**src/rtl/sclgen_pkg.sv**
```systemverilog
package sclgen_pkg;
    typedef enum logic [1:0] {
        PH_IDLE = 2'd0,
        PH_LOW  = 2'd1,
        PH_HIGH = 2'd2
    } phase_e;
endpackage

```
**src/rtl/sclgen_prescale.sv**
```systemverilog
module sclgen_prescale #(
    parameter int EXP_W = 4
) (
    input  logic             clk,
    input  logic             rst_n,
    input  logic             clr,
    input  logic             run,
    input  logic [EXP_W-1:0] exp_i,
    output logic             tick_o,
    output logic             at_zero_o
);
    localparam int PRE_W = (1 << EXP_W) - 1;

    logic [PRE_W-1:0] pre_d, pre_q;
    logic [PRE_W-1:0] lim;

    // An all-ones result covers the top exponent, where the shift wraps to zero.
    assign lim       = (PRE_W'(1) << exp_i) - PRE_W'(1);
    assign tick_o    = run && (pre_q == lim);
    assign at_zero_o = (pre_q == '0);

    always_comb begin
        pre_d = pre_q;
        if (clr)
            pre_d = '0;
        else if (run)
            pre_d = (pre_q == lim) ? '0 : pre_q + PRE_W'(1);
    end

    always_ff @(posedge clk or negedge rst_n) begin
        if (!rst_n) pre_q <= '0;
        else        pre_q <= pre_d;
    end


    pre_range_chk: assert property (@(posedge clk) disable iff (!rst_n)
        run |-> (pre_q <= lim));
endmodule

```
**src/rtl/sclgen_phase.sv**
```systemverilog
module sclgen_phase #(
    parameter int CNT_W = 4
) (
    input  logic             clk,
    input  logic             rst_n,
    input  logic             load,
    input  logic [CNT_W-1:0] load_val,
    input  logic             dec,
    output logic             zero_o,
    output logic [CNT_W-1:0] cnt_o
);
    logic [CNT_W-1:0] cnt_d, cnt_q;

    assign zero_o = (cnt_q == '0);
    assign cnt_o  = cnt_q;

    always_comb begin
        cnt_d = cnt_q;
        if (load)
            cnt_d = load_val;
        else if (dec)
            cnt_d = cnt_q - CNT_W'(1);
    end

    always_ff @(posedge clk or negedge rst_n) begin
        if (!rst_n) cnt_q <= '0;
        else        cnt_q <= cnt_d;
    end


    no_underflow_chk: assert property (@(posedge clk) disable iff (!rst_n)
        (dec && !load) |-> (cnt_q != '0));
endmodule

```
**src/rtl/scl_timing_gen.sv**
```systemverilog
module scl_timing_gen
    import sclgen_pkg::*;
#(
    parameter int WORD_W = 32,
    parameter int EXP_W  = 4,
    parameter int CNT_W  = 4,
    parameter int EXP_LSB = 0,
    parameter int LO_LSB  = 12,
    parameter int HI_LSB  = 16
) (
    input  logic              clk,
    input  logic              rst_n,
    input  logic              en_i,
    input  logic [WORD_W-1:0] timing_i,
    input  logic              bit_req_i,
    input  logic              scl_in_i,
    output logic              scl_low_o,
    output logic              busy_o,
    output logic              launch_o,
    output logic              sample_o,
    output logic              stretch_o,
    output logic              done_o
);
    typedef struct packed {
        phase_e           ph;
        logic [EXP_W-1:0] ex;
        logic [CNT_W-1:0] hi;
        logic             drv;
        logic             launch;
        logic             sample;
        logic             stretch;
        logic             done;
    } state_t;

    state_t s_d, s_q;

    logic [EXP_W-1:0] w_ex;
    logic [CNT_W-1:0] w_hi, w_lo;
    logic             pre_clr, pre_run, tick, pre_zero;
    logic             cnt_load, cnt_dec, cnt_zero;
    logic [CNT_W-1:0] cnt_val, cnt_q;
    logic [CNT_W:0]   hi_p1;
    logic [CNT_W-1:0] mid, elapsed;

    assign w_ex = timing_i[EXP_LSB +: EXP_W];
    assign w_lo = timing_i[LO_LSB  +: CNT_W];
    assign w_hi = timing_i[HI_LSB  +: CNT_W];

    assign hi_p1   = {1'b0, s_q.hi} + (CNT_W+1)'(1);
    assign mid     = hi_p1[CNT_W:1];
    assign elapsed = s_q.hi - cnt_q;

    sclgen_prescale #(.EXP_W(EXP_W)) u_pre (
        .clk       (clk),
        .rst_n     (rst_n),
        .clr       (pre_clr),
        .run       (pre_run),
        .exp_i     (s_q.ex),
        .tick_o    (tick),
        .at_zero_o (pre_zero)
    );

    sclgen_phase #(.CNT_W(CNT_W)) u_cnt (
        .clk      (clk),
        .rst_n    (rst_n),
        .load     (cnt_load),
        .load_val (cnt_val),
        .dec      (cnt_dec),
        .zero_o   (cnt_zero),
        .cnt_o    (cnt_q)
    );

    always_comb begin
        s_d         = s_q;
        s_d.launch  = 1'b0;
        s_d.sample  = 1'b0;
        s_d.stretch = 1'b0;
        s_d.done    = 1'b0;
        pre_clr     = 1'b0;
        pre_run     = 1'b0;
        cnt_load    = 1'b0;
        cnt_val     = w_lo;
        cnt_dec     = 1'b0;
        if (!en_i) begin
            s_d.ph  = PH_IDLE;
            s_d.drv = 1'b0;
        end else begin
            unique case (s_q.ph)
                PH_IDLE: begin
                    s_d.ex = w_ex;
                    s_d.hi = w_hi;
                    if (bit_req_i) begin
                        s_d.ph     = PH_LOW;
                        s_d.drv    = 1'b1;
                        s_d.launch = 1'b1;
                        pre_clr    = 1'b1;
                        cnt_load   = 1'b1;
                        cnt_val    = w_lo;
                    end
                end
                PH_LOW: begin
                    pre_run = 1'b1;
                    if (tick) begin
                        if (cnt_zero) begin
                            s_d.ph   = PH_HIGH;
                            s_d.drv  = 1'b0;
                            pre_clr  = 1'b1;
                            cnt_load = 1'b1;
                            cnt_val  = s_q.hi;
                        end else begin
                            cnt_dec = 1'b1;
                        end
                    end
                end
                PH_HIGH: begin
                    pre_run     = scl_in_i;
                    s_d.stretch = !scl_in_i;
                    s_d.sample  = scl_in_i && pre_zero && (elapsed == mid);
                    if (tick) begin
                        if (cnt_zero) begin
                            s_d.ph   = PH_IDLE;
                            s_d.done = 1'b1;
                        end else begin
                            cnt_dec = 1'b1;
                        end
                    end
                end
                default: s_d.ph = PH_IDLE;
            endcase
        end
    end

    always_ff @(posedge clk or negedge rst_n) begin
        if (!rst_n) begin
            s_q    <= '0;
            s_q.ph <= PH_IDLE;
        end else begin
            s_q <= s_d;
        end
    end

    assign scl_low_o = s_q.drv;
    assign busy_o    = (s_q.ph != PH_IDLE);
    assign launch_o  = s_q.launch;
    assign sample_o  = s_q.sample;
    assign stretch_o = s_q.stretch;
    assign done_o    = s_q.done;


    start_chk: assert property (@(posedge clk) disable iff (!rst_n)
        (!busy_o && en_i && bit_req_i) |=> (scl_low_o && launch_o && busy_o));


    abort_chk: assert property (@(posedge clk) disable iff (!rst_n)
        !en_i |=> (!scl_low_o && !busy_o));


    stretch_chk: assert property (@(posedge clk) disable iff (!rst_n)
        stretch_o |-> (!scl_low_o && busy_o));


    done_pulse_chk: assert property (@(posedge clk) disable iff (!rst_n)
        done_o |-> (!busy_o || scl_low_o));


    sample_chk: assert property (@(posedge clk) disable iff (!rst_n)
        sample_o |-> (!scl_low_o && !launch_o));


    cfg_hold_chk: assert property (@(posedge clk) disable iff (!rst_n)
        (busy_o && en_i) |=> (!busy_o || ($stable(s_q.hi) && $stable(s_q.ex))));
endmodule

```
**config.mk**
```make
export PLATFORM = sky130hd
export DESIGN_NAME = scl_timing_gen
export DESIGN_NICKNAME = d
export VERILOG_FILES = /design/src/rtl/sclgen_pkg.sv /design/src/rtl/sclgen_prescale.sv /design/src/rtl/sclgen_phase.sv /design/src/rtl/scl_timing_gen.sv
export SDC_FILE = /design/constraint.sdc
export NUM_CORES = 1
export LEC_CHECK = 0
export ABC_CLOCK_PERIOD_IN_PS = 6200
export BUFFER_PORTS_ARGS = -buffer_cell sky130_fd_sc_hd__buf_2
export CAP_MARGIN = 30
export CORE_AREA = 2 2 69 71
export DETAILED_ROUTE_END_ITERATION = 6
export DIE_AREA = 0 0 71 73
export PLACE_DENSITY_LB_ADDON = 0.1
export SETUP_SLACK_MARGIN = 0.2
export SYNTH_ARGS = -nofsm -noshare
export SYNTH_HDL_FRONTEND = slang
export SYNTH_SLANG_ARGS = --single-unit
```
**constraint.sdc**
```tcl
create_clock -name clk -period 6.2 [get_ports clk]
set_clock_uncertainty 0.2 [all_clocks]
set_input_delay 0.62 -clock clk [delete_from_list [all_inputs] [get_ports clk]]
set_output_delay 0.62 -clock clk [all_outputs]
set_load 0.01 [all_outputs]
```
# --- Yosys cells after proc, flatten, opt, wreduce, memory -nomap -nowiden ---
# Index checks and enable logic that the tools add are counted.
word_totals:
  reg_bits: 34
  in_bits: 37
  out_inout_bits: 6
  word_cells: 75
classes:
  addsub: 5
  eq_ne: 10
  shift: 1
  mux: 35
  n_reduce_logical: 14
ops:
  columns: ["cell", "n"]
  rows:
  - ["2-to-1 mux 15 bit", 3]
  - ["2-to-1 mux 4 bit", 7]
  - ["adder 15 x 1 -> 15 bit, second input constant", 1]
  - ["== test 15 bit", 1]
  - ["logical NOT 15 bit", 1]
  - ["inequality test 3 bit, second input constant", 5]
  - ["<< shifter 1 x 4 -> 15 bit, first input constant", 1]
  - ["subtractor 15 x 2 -> 15 bit, second input constant", 1]
  - ["2-to-1 mux 2 bit", 7]
  - ["2-to-1 mux 1 bit", 13]
  - ["case mux 1 bit (2 select lines)", 3]
  - ["case mux 2 bit (3 select lines)", 1]
  - ["nonzero test 2 bit", 3]
  - ["adder 4 x 1 -> 5 bit, second input constant", 1]
  - ["AND reduction 5 bit", 1]
  - ["== test 4 bit", 1]
  - ["logical NOT 4 bit", 1]
  - ["AND reduction 4 bit", 1]
  - ["subtractor 4 x 1 -> 4 bit, second input constant", 1]
  - ["subtractor 4 bit", 1]
  - ["logical AND 1 bit", 3]
  - ["2-to-1 mux 3 bit", 1]
  - ["inequality test 3 x 1 -> 1 bit, second input constant", 1]
  - ["== test 2 x 1 -> 1 bit, second input constant", 1]
  - ["other kinds (5)", 5]

# --- Depth between registers and ports, before layout ---
logic_depth:
  depth_word: 9
  ltp_mapped: 12
  depth_no_buf: 10

# --- Cells and area by module ---
# From an unflattened synthesis, not the netlist that was laid out.
hier_totals:
  cells_unflattened: 276
  area_unflattened_um2: 2472.4
by_module_without_submodules:
  columns: ["mod", "instances", "cells_each", "area_per_inst_um2", "seq_area_each_um2"]
  rows:
  - ["sclgen_prescale", 1, 169, 1335.0, 375.4]
  - ["scl_timing_gen", 1, 86, 907.1, 375.4]
  - ["sclgen_phase", 1, 21, 230.2, 100.1]

# --- Worst setup path before layout ---
# Ideal clock, no wire load.
synth_timing:
  path_kind: "register to register"
  startpoint: "register s_q[10] (netlist bit)"
  endpoint: "register s_q[14] (netlist bit)"
  setup_time_ns: 0.132
  arrival_ns: 2.831
  path_slack_ns: 3.037
  path_stages_with_launch: 11
  n_path_buf: 1
  synth_period_minus_slack_ns: 3.163
  cell_sequence: "dfrtp_1 > nor3_1 > nand2b_1 > ha_1 > clkbuf_1 > o21a_1 > or3_4 > a2111oi_4 > nand4_2 > nor3b_1 > or3b_1"
synth_via:
  elab_chain_cells: 6
synth_rtl:
  columns: ["element", "line_no", "text"]
  rows:
  - ["start, declared", "scl_timing_gen.sv:35", "state_t s_d, s_q;"]
  - ["<< shifter 1 x 4 -> 15 bit (*)", "sclgen_prescale.sv:18", "assign lim = (PRE_W'(1) << exp_i) - PRE_W'(1);"]
  - ["subtractor 15 x 2 -> 15 bit (*)", "sclgen_prescale.sv:18", null]
  - ["== test 15 bit (*)", "sclgen_prescale.sv:19", "assign tick_o = run && (pre_q == lim);"]
  - ["logical AND 1 bit (*)", "sclgen_prescale.sv:19", null]
  - ["inequality test 3 bit (no source line)", null, null]
  - ["AND reduction 5 bit (no source line) (*)", null, null]
# Mark *: on every way between the ends. The rest lies on a longest branch, timed or not.
# A chain may end at the register's enable or synchronous reset.

# --- Final worst setup path ---
layout_timing:
  startpoint: "register s_q[12] (netlist bit)"
  endpoint: "register u_pre.pre_q[5]"
layout_via:
  elab_chain_cells: 8
layout_rtl:
  columns: ["element", "line_no", "text"]
  rows:
  - ["<< shifter 1 x 4 -> 15 bit (*)", "sclgen_prescale.sv:18", null]
  - ["subtractor 15 x 2 -> 15 bit (*)", "sclgen_prescale.sv:18", null]
  - ["== test 15 bit (*)", "sclgen_prescale.sv:19, sclgen_prescale.sv:27", null]
  - ["logical AND 1 bit", "sclgen_prescale.sv:19", null]
  - ["2-to-1 mux 1 bit", "scl_timing_gen.sv:103", "if (tick) begin"]
  - ["case mux 1 bit (2 select lines)", "scl_timing_gen.sv:88", "unique case (s_q.ph)"]
  - ["2-to-1 mux 1 bit", "scl_timing_gen.sv:84", "if (!en_i) begin"]
  - ["2-to-1 mux 15 bit or nonzero test 2 bit (tied branches)", null, null]
  - ["end signal, assigned", "sclgen_prescale.sv:32", "else pre_q <= pre_d;"]
  - ["end, declared", "sclgen_prescale.sv:14", "logic [PRE_W-1:0] pre_d, pre_q;"]
# Mark *: on every way between the ends. The rest lies on a longest branch, timed or not. The select of a mux whose other input is x is not followed.

==> run metrics <==
R2R setup slack 2.22 ns; post-DP HPWL 4170 microns; diodes inserted 0; crit path time final 3.978 ns; FF+latch count, synth 34; DIE HEIGHT 73 microns; vias 2177; clock power share 22.5%; status completed; Antenna Nets Post-Route 0; ratio of cells with drive above 1 in the final layout 15.09%; CTS HTree Levels 2; gp weighted congestion 0.8456; final core utilization 62.98%; CP Class reg -> reg; Detailed Route Iter0 Violations 96; met2 GRT Util 41.95%; dominant cell type by area after synthesis dfrtp_1; P_int 0.6681 mW; Psw 0.4406 mW; post-synth top area share 32.29%; post-synthesis cell count 306; gr usage total 24.45%; Register Area 850.8 sq um; first-pass GRT wire length 9970 microns; R2R depth 10; met1 global-route usage 31.93%; Worst-Margin Slew 0.7815 ns; PD cells 388.1 nW/um^2; sum of negative setup slack 0 ns; num rows 25; peak supply drop 0.0002498 V; Design Area, Final 2856 sq um; startpoint types register; total grt overflow 0; Worst Slack Setup Final 2.222 ns; syn_nets 356; TritonCTS clock tree yes; Synth Area per Inst 8.611 sq um; EDFF count, synth 0; Mapped Area 2635 sq um; met3 GRT Util 4.144%; die area 5183 sq um; CTS max path bufs 2; Synth cell types 53; Switching Share 39.74%; most numerous cell in the Yosys netlist nor2_1; Synth top cells by count nor2_1 (35), dfrtp_1 (34), nand2_1 (32); global routing's busiest layer met2; max cap viols 0; Seq/Total Area, Yosys 32.29%; CP Capture Type register; Root Driver clkbuf_8; Final Hold Vio Count 0; Leakage 1.268 nW; DP Area 2719 sq um; die extent in x 71 microns; final hold slack 0.2024 ns; drt pass-1 iters 4; Worst R2R End u_pre.pre_q[5]; hold buffers post-CTS 0; nets 367; CP required 6.16 ns; post-cts resize count 0; final wirelength 5633 microns; RSZ-0062 raised after global routing no; Setup Buffers After CTS 0; reg2reg start s_q[12]; pre-CTS setup slack 2.178 ns; vias per cell 5.852; Post-synth ARST share 100.0%; Most used DFF post-synth dfrtp_1; vias in the first global route 2075; Tcrit/Tclk final 64.16%; DRC 0; WL/cell 15.14 microns; final count of negative-setup-slack endpoints 0; IO Port Bufs 22; worst min-delay path class in -> async; Clock Latency Late Sink 0.29 ns; Max Slew Vio Count 0; Slew headroom 47.90%; io pins 43; largest net degree at the start of global routing 35; CTS Sinks 34; Worst Path Arrival 3.93 ns; Num CTS Buffers 5; Multi-input gate area 1630 sq um; sequential share of power 32.5%; fillers 401; Max FO, Critical Path 24; Gate power share 45.0%; fmax 0.2514 GHz; Layout area overhead 8.405%; Initial Util 58.10%; Core Region 4536 sq um; antenna violations before repair 0; Synth warnings 0; synth top area cells dfrtp_1 (32%), ha_1 (5.7%), nor2_1 (5.0%); Clock Pin Slew Worst Setup and Hold Paths 0.07 ns
==> worst max path at each step <==
stage / from / endpoint / slack, ns / depth (start not counted)
finish: s_q[12] / u_pre.pre_q[5] / 2.22 / 10
global route: s_q[11] / u_pre.pre_q[5] / 1.87 / 10
CTS: s_q[11] / u_pre.pre_q[5] / 2.17 / 10
detailed placement: s_q[11] / u_pre.pre_q[5] / 2.18 / 10
global placement: s_q[11] / u_pre.pre_q[12] / 2.28 / 10
floorplan: s_q[10] / s_q[14] / 3.04 / 10
==> state kept, by name (all words and copies together) (netlist names) <==
register / count
done_o: 1
sample_o: 1
launch_o: 1
stretch_o: 1
scl_low_o: 1
s_q: 10
u_cnt.cnt_o: 4
u_pre.pre_q: 15
==> placed cells by master, fill, tap and decap left out, drive strengths merged, types with 2 or more instances in the layout <==
cell type / n
nor2: 35
buf: 22
ha: 12
xnor2: 13
mux2i: 5
nor3b: 3
nand4: 8
a21oi: 11
and3: 4
bufinv: 2
a21o: 4
o21a: 3
nand2: 32
xor2: 14
nand2b: 5
a2111oi: 3
clkinv: 2
nor4: 4
nor4b: 4
o211ai: 2
a31oi: 2
nor2b: 3
inv: 15
and2: 2
or3: 5
or4: 2
dfrtp: 34
o22ai: 3
mux2: 8
clkbuf: 5
nor3: 10
o21ai: 10
nand3: 18
==> critical path: stages, from the launching register on <==
cell,delay (ns)
dfrtp_1,0.65
nor3_1,0.35
nand2b_1,0.15
ha_1,0.34
or3_1,0.40
a21oi_1,0.17
o21ai_0,0.15
a2111oi_4,0.54
nand4_1,0.32
nand2_1,0.45
nor2_1,0.12
==> metal layers <==
metal  vias to the layer above  part of all wire (%)
li1                       1099                     -
met3                         5                   2.8
met5                         -                     0
met4                         0                   1.2
met2                        32                    51
met1                      1041                    45
==> power by group through the flow <==
stage / Clock, mW / Sequential [mW] / Combinational, mW
CTS: 0.254 / 0.360 / 0.503
detailed placement: 0 / 0.364 / 0.500
floorplan: 0 / 0.310 / 0.466
global route: 0.263 / 0.375 / 0.570
global placement: 0 / 0.363 / 0.483
finish: 0.249 / 0.361 / 0.499
==> per-stage QoR <==
stage	cells	total power [mW]
floorplan	306	0.7764
global placement	364	0.8460
detailed placement	364	0.8644
CTS	372	1.117
global route	372	1.208
finish	372	1.109
==> layout make-up <==
| type | count | area share, % |
|---|---|---|
| clock buffer | 5 | 2.409 |
| multi-input combinational | 238 | 57.07 |
| clock inverter | 3 | 2.409 |
| sequential | 34 | 29.79 |
| timing repair buffer | 22 | 3.855 |
| tap | 54 | 2.365 |
| inverter | 16 | 2.102 |
==> logic make-up (layout without fill, tap and decap cells) <==
kind of cell,Yosys count,after routing,share of synthesized area (%)
flops,34,34,32.29
buf+inv,34,46,5.840
mux,13,13,5.318
fa+ha+maj,13,13,6.458
compound gates,46,46,13.44
xor+xnor,27,27,8.974
simple gates,139,139,27.68
Note: power is estimated with default switching activity, not from simulation.
